`src/rtl/irlink_irq_pkg.sv`:
```
// Package: shared constants, types and helpers for the infrared link
// interrupt controller. Assumes 16-bit registers and byte offsets.
package irlink_irq_pkg;

    localparam int REG_W     = 16;
    localparam int N_EVT     = 5;
    localparam int N_BANK    = 2;

    // Source bit positions that exist in every bank.
    localparam logic [REG_W-1:0] EVT_BITS = 16'h8B80;

    // Writable bits of the transfer-mode register.
    localparam logic [REG_W-1:0] MODE_RW  = 16'hC111;
    localparam logic [REG_W-1:0] MODE_RST = 16'h0111;

    localparam int GM_UART_BIT  = 0;
    localparam int GM_FRAME_BIT = 4;

    // Address map, byte offsets.
    localparam int ADR_MODE    = 'h00;
    localparam int ADR_BANK0   = 'h10;
    localparam int BANK_STRIDE = 'h10;
    localparam int OFS_SRC     = 'h0;
    localparam int OFS_MASK    = 'h2;
    localparam int OFS_CLR     = 'h4;

    typedef enum logic [1:0] {
        MODE_UART = 2'b00,
        MODE_RSVD = 2'b01,
        MODE_FAST = 2'b10,
        MODE_MED  = 2'b11
    } link_mode_e;

    // Spread the five event pulses onto their register bit positions.
    function automatic logic [REG_W-1:0] evt_to_bits(input logic [N_EVT-1:0] e);
        logic [REG_W-1:0] r;
        r     = '0;
        r[15] = e[4];
        r[11] = e[3];
        r[9]  = e[2];
        r[8]  = e[1];
        r[7]  = e[0];
        return r;
    endfunction

endpackage

```
`src/rtl/irlink_addr_dec.sv`:
```
// Address decoder: turns the byte offset and write strobe into per-register
// hit and write-enable signals. Assumes offsets are 16-bit aligned and that
// a bank occupies BANK_STRIDE bytes starting at ADR_BANK0.
module irlink_addr_dec
    import irlink_irq_pkg::*;
#(
    parameter int ADDR_W = 8
) (
    input  logic [ADDR_W-1:0] addr,
    input  logic              we,
    output logic              hit_mode,
    output logic              we_mode,
    output logic [N_BANK-1:0] hit_src,
    output logic [N_BANK-1:0] hit_mask,
    output logic [N_BANK-1:0] we_mask,
    output logic [N_BANK-1:0] we_clr
);

    logic [31:0] addr_ext;
    assign addr_ext = 32'(addr);

    // Decode of the shared transfer-mode register.
    assign hit_mode = (addr_ext == 32'(ADR_MODE));
    assign we_mode  = we && hit_mode;

    for (genvar b = 0; b < N_BANK; b++) begin : g_bank
        localparam int BASE = ADR_BANK0 + b * BANK_STRIDE;
        // Per-bank register hits; clear has no read path.
        assign hit_src[b]  = (addr_ext == 32'(BASE + OFS_SRC));
        assign hit_mask[b] = (addr_ext == 32'(BASE + OFS_MASK));
        assign we_mask[b]  = we && hit_mask[b];
        assign we_clr[b]   = we && (addr_ext == 32'(BASE + OFS_CLR));
    end

endmodule

```
`src/rtl/irlink_mode_reg.sv`:
```
// Transfer-mode register: holds the 2-bit link mode and the three group mask
// bits. Assumes only MODE_RW bits are storage; all others read as zero.
module irlink_mode_reg
    import irlink_irq_pkg::*;
(
    input  logic             clk,
    input  logic             rst_n,
    input  logic             we,
    input  logic [REG_W-1:0] wdata,
    output logic [REG_W-1:0] rd,
    output link_mode_e       mode,
    output logic             gm_uart,
    output logic             gm_frame
);

    logic [REG_W-1:0] mode_q;

    // Register update: reset to UART-style mode with every group masked.
    always_ff @(posedge clk) begin
        if (!rst_n) begin
            mode_q <= MODE_RST;
        end else if (we) begin
            mode_q <= wdata & MODE_RW;
        end
    end

    assign rd       = mode_q;
    assign mode     = link_mode_e'(mode_q[15:14]);
    assign gm_uart  = mode_q[GM_UART_BIT];
    assign gm_frame = mode_q[GM_FRAME_BIT];

endmodule

```
`src/rtl/irlink_evt_bank.sv`:
```
// One event bank: a sticky source register with write-one-to-clear and a
// mask register. Assumes set_bits is already routed to this bank; a set in
// the same cycle as a clear of the same bit keeps the bit set.
module irlink_evt_bank
    import irlink_irq_pkg::*;
#(
    parameter logic [REG_W-1:0] VALID = EVT_BITS
) (
    input  logic             clk,
    input  logic             rst_n,
    input  logic [REG_W-1:0] set_bits,
    input  logic             mask_we,
    input  logic             clr_we,
    input  logic [REG_W-1:0] wdata,
    output logic [REG_W-1:0] src,
    output logic [REG_W-1:0] mask,
    output logic             pend
);

    logic [REG_W-1:0] clr_bits;
    assign clr_bits = clr_we ? wdata : '0;

    // Source latch: clear first, then new events override.
    always_ff @(posedge clk) begin
        if (!rst_n) begin
            src <= '0;
        end else begin
            src <= ((src & ~clr_bits) | set_bits) & VALID;
        end
    end

    // Mask register: all implemented bits masked after reset.
    always_ff @(posedge clk) begin
        if (!rst_n) begin
            mask <= VALID;
        end else if (mask_we) begin
            mask <= wdata & VALID;
        end
    end

    assign pend = |(src & ~mask);

endmodule

```
`src/rtl/irlink_irq_ctrl.sv`:
```
// Top: dual-bank interrupt controller for an infrared link. Routes event
// pulses to the bank chosen by the mode field, gates each bank by its group
// mask and ORs both banks into irq. Assumes single-cycle event pulses and a
// bus that presents at most one write per cycle.
module irlink_irq_ctrl
    import irlink_irq_pkg::*;
#(
    parameter int ADDR_W = 8
) (
    input  logic              clk,
    input  logic              rst_n,
    input  logic              bus_we,
    input  logic [ADDR_W-1:0] bus_addr,
    input  logic [REG_W-1:0]  bus_wdata,
    output logic [REG_W-1:0]  bus_rdata,
    input  logic [N_EVT-1:0]  evt_pulse,
    output logic              irq
);

    logic                         hit_mode, we_mode;
    logic [N_BANK-1:0]            hit_src, hit_mask, we_mask, we_clr;
    logic [REG_W-1:0]             mode_rd;
    link_mode_e                   mode_q;
    logic                         gm_uart, gm_frame;
    logic [N_BANK-1:0]            route_en, bank_pend, group_open;
    logic [N_BANK-1:0][REG_W-1:0] bank_src, bank_mask;
    logic [REG_W-1:0]             evt_bits;

    irlink_addr_dec #(.ADDR_W(ADDR_W)) u_dec (
        .addr     (bus_addr),
        .we       (bus_we),
        .hit_mode (hit_mode),
        .we_mode  (we_mode),
        .hit_src  (hit_src),
        .hit_mask (hit_mask),
        .we_mask  (we_mask),
        .we_clr   (we_clr)
    );

    irlink_mode_reg u_mode (
        .clk      (clk),
        .rst_n    (rst_n),
        .we       (we_mode),
        .wdata    (bus_wdata),
        .rd       (mode_rd),
        .mode     (mode_q),
        .gm_uart  (gm_uart),
        .gm_frame (gm_frame)
    );

    assign evt_bits = evt_to_bits(evt_pulse);

    for (genvar b = 0; b < N_BANK; b++) begin : g_bank
        if (b == 0) begin : g_uart
            // UART-style bank takes events only in mode 00.
            assign route_en[b]   = (mode_q == MODE_UART);
            assign group_open[b] = !gm_uart;
        end else begin : g_frame
            // Framed bank takes events in modes 10 and 11.
            assign route_en[b]   = mode_q[1];
            assign group_open[b] = !gm_frame;
        end

        irlink_evt_bank #(.VALID(EVT_BITS)) u_bank (
            .clk      (clk),
            .rst_n    (rst_n),
            .set_bits (route_en[b] ? evt_bits : '0),
            .mask_we  (we_mask[b]),
            .clr_we   (we_clr[b]),
            .wdata    (bus_wdata),
            .src      (bank_src[b]),
            .mask     (bank_mask[b]),
            .pend     (bank_pend[b])
        );
    end

    // Read mux: unmapped offsets and clear registers return zero.
    always_comb begin
        bus_rdata = '0;
        if (hit_mode) bus_rdata = mode_rd;
        for (int b = 0; b < N_BANK; b++) begin
            if (hit_src[b])  bus_rdata = bank_src[b];
            if (hit_mask[b]) bus_rdata = bank_mask[b];
        end
    end

    assign irq = |(bank_pend & group_open);

endmodule

```
`config.mk`:
```
export PLATFORM = sky130hd
export DESIGN_NAME = irlink_irq_ctrl
export DESIGN_NICKNAME = d
export VERILOG_FILES = /design/src/rtl/irlink_irq_pkg.sv /design/src/rtl/irlink_addr_dec.sv /design/src/rtl/irlink_mode_reg.sv /design/src/rtl/irlink_evt_bank.sv /design/src/rtl/irlink_irq_ctrl.sv
export SDC_FILE = /design/constraint.sdc
export NUM_CORES = 1
export LEC_CHECK = 0
export ABC_AREA = 1
export BUFFER_PORTS_ARGS = -buffer_cell sky130_fd_sc_hd__buf_2
export CORE_MARGIN = 8
export CORE_UTILIZATION = 45
export DETAILED_ROUTE_END_ITERATION = 10
export PLACE_DENSITY = 0.7
export SKIP_LAST_GASP = 1
export SLEW_MARGIN = 20
export SYNTH_ARGS = -nofsm -noshare
export SYNTH_HDL_FRONTEND = slang
export SYNTH_SLANG_ARGS = --single-unit
```
`constraint.sdc`:
```
create_clock -name clk -period 1.2 [get_ports clk]
set_input_delay 0.06 -clock clk [delete_from_list [all_inputs] [get_ports clk]]
set_output_delay 0.06 -clock clk [all_outputs]
set_load 0.1 [all_outputs]
```
==> qor.yml <==
yosys:
  synth_top_area_cell: "dfxtp_1"
  synthTopCellsByArea: "dfxtp_1 34%, nand2_1 19%, nand3_1 11%, inv_1 5.8%, buf_4 4.6%"
  synthDistinctLibCells: 23
  synth-seq-cells: 25
  syn-cell-area_sq_um: 1480
  synth_warnings: 0
  yosysTopAreaCellShare_pct: 33.8
  avgSynthCellArea_sq_um: 6.56
  synth_cells: 226
  synth.yosys.seq_area_share_pct: 33.8
routing:
  antenna_left: 0
  drt_iter0_drc: 129
  vias_per_cell: 4.81
  dr.pass1.iters: 4
  routed_wl_um: 4250
  num_vias: 1572
  drc: 0
  wl_per_cell_um: 13.0
sta:
  setup_ws_ps: -175
  rsz0062_at_grt: "yes"
  fin_skew_ps: 0.987
  drv_slew: 0
  final_hold_viol_count: 0
  min_period_over_period_pct: 115
  setup_viol: 4
  min_period_ps: 1370
  max_freq_mhz: 727
power:
  swShare_pct: 32.8
  switchingPower_w: 0.000523
  power_frac_comb_pct: 21.5
  power.internal_w: 0.00107
  clkPwrFrac_pct: 24.8
  leakagePower_nw: 1.05
  ir_worst_vdd_v: 0.000616
  pwr-share-seq_pct: 53.7
  power_density_nw_per_um2: 740
final_layout:
  utilization_pct: 66.0
  antennaDiodeCount: 0
  syn_to_final_growth_pct: 45.0
  drive_above_1_share_pct: 38.1
  fillCellCount: 302
  nNetsFinal: 314
hold_path:
  min_path_type: "in -> reg"
floorplan:
  io_pins: 49
  fp.dieW_um: 73.4
  die_h_um: 73.4
  core-area_sq_um: 3260
  start_util_pct: 45.5
  row_count: 21
  die-area_sq_um: 5390
global_routing:
  grt_use_total_pct: 16.6
  antenna_found_initial: 0
  grt_pass1_wl_um: 7070
  first_global_vias: 1579
  overflow: 0
  grt_max_degree: 16
clock_network:
  clock_latency_ps: 340
  clock_tree.root_cell: "clkbuf_4"
  cts_tree: "yes"
  cts_sinks: 25
  ctsLongestPathBuffers: 2
  numCtsBuffers: 3
  cts.clk_slew.worst_paths_ps: 130
  cts.htree.levels: 1
placement:
  hpwl_um: 3240
  port_buffers: 32
  place.gp.congestion: 0.847
  place_ws_ps: -18.3
setup_path:
  cp.required_ps: 1140
  worstSetupStartpointType: "flip-flop"
  cp-end-kind: "primary output"
  worstPathMaxFanout: 3
  critPathKind: "reg -> out"
  rrSetupSlack_ps: 100
  crit_arrival_ps: 1310
status:
  violations: "setup timing"
  outcome: "finished with violations"
flow_run:
  cap_violations: 0
## Yosys cell counts (all sizes together)
master  instances
o21ai           3
o211ai          2
clkbuf          2
dfxtp          25
buf            10
nand3          35
nor2           21
nor3            1
nand2          82
nand4           3
conb            1
o22ai           1
a21oi          12
inv            28
## path summary, 6_finish.rpt
kind         depth (start not counted)                        end                 startpoint
max                                  6                        irq  g_bank[1].u_bank.mask[11]
min                                  3  g_bank[1].u_bank.mask[15]              bus_wdata[15]
max reg2reg                          4    g_bank[0].u_bank.src[8]              u_mode.rd[15]
min reg2reg                          2   g_bank[0].u_bank.mask[8]   g_bank[0].u_bank.mask[8]
## flip-flops by register name (all words and copies together) (netlist names)
name,count
g_bank.u_bank.src,10
g_bank.u_bank.mask,10
u_mode.rd,5
## per-layer routing
metal	GRT usage [%]	vias to the layer above	routed length, um
met2	29.8	42	2130
met3	4.64	4	306
met5	0	-	0
met4	4.21	0	26
met1	18.7	717	1790
li1	-	809	-
## area by class of cell
type                       count  area [sq um]  share of cell area [%]
clock buffer                   3          22.5                    1.05
clock inverter                 1          7.51                   0.349
inverter                      28           125                    5.82
multi-input combinational    168           908                    42.3
sequential                    25           523                    24.3
tap                           46          57.6                    2.68
timing repair buffer          56           505                    23.5
## per-stage QoR
| stage | cells | area, sq um | total power [W] | TNS [ps] | hold slack, ps |
|---|---|---|---|---|---|
| after CTS | 323 | 2060 | 0.00158 | -438 | 2.69 |
| after global routing | 327 | 2150 | 0.00166 | -842 | 39.0 |
| after detailed placement | 305 | 1880 | 0.00117 | -69.9 | 305 |
| after floorplan | 233 | 1560 | 0.00110 | -1310 | 145 |
| final | 327 | 2150 | 0.00159 | -443 | 34.8 |
| after global placement | 305 | 1880 | 0.00117 | -4.94 | 309 |
## timing repair
action                     in CTS  in global routing
buffers inserted                3                  3
hold buffers                   11                  1
hold endpoints to repair       16                  3
gates cloned                    0                  0
resized for setup              15                 21
pin swaps                       5                 12
setup endpoints to repair       7                  9
## critical path: stages, from the launching register on
cell      delay [ps]
dfxtp_2          360
inv_1             40
nand2_1           60
o211ai_1         100
o21ai_1          160
nand2_2           90
buf_12           170
## kinds of logic after synthesis
| kind of cell | count (synthesis) | share of synthesized area, % |
|---|---|---|
| flip-flops | 25 | 33.8 |
| AO/OA/AOI/OAI | 18 | 6.50 |
| other | 1 | 0.253 |
| AND/OR/NAND/NOR | 142 | 46.8 |
| buffers and inverters | 40 | 12.7 |
## power groups by stage
stage / Clock [W] / Combinational (W) / Sequential, W
global route: 0.000441 / 0.000365 / 0.000856
detailed placement: 0 / 0.000302 / 0.000871
global placement: 0 / 0.000300 / 0.000871
finish: 0.000394 / 0.000343 / 0.000854
floorplan: 0 / 0.000231 / 0.000869
CTS: 0.000395 / 0.000330 / 0.000852
## placed cells by master (no fill, tap or decap), drive strengths merged
master / Yosys / layout
nand4: 3 / 3
nor2: 21 / 21
a21oi: 12 / 12
nand2: 82 / 82
inv: 28 / 28
dfxtp: 25 / 25
clkinvlp: 0 / 1
buf: 10 / 44
clkbuf: 2 / 3
o22ai: 1 / 1
nand3: 35 / 35
dlygate4sd3: 0 / 12
o21ai: 3 / 3
o211ai: 2 / 2
conb: 1 / 8
nor3: 1 / 1
Power figures use the tool's default switching activity.
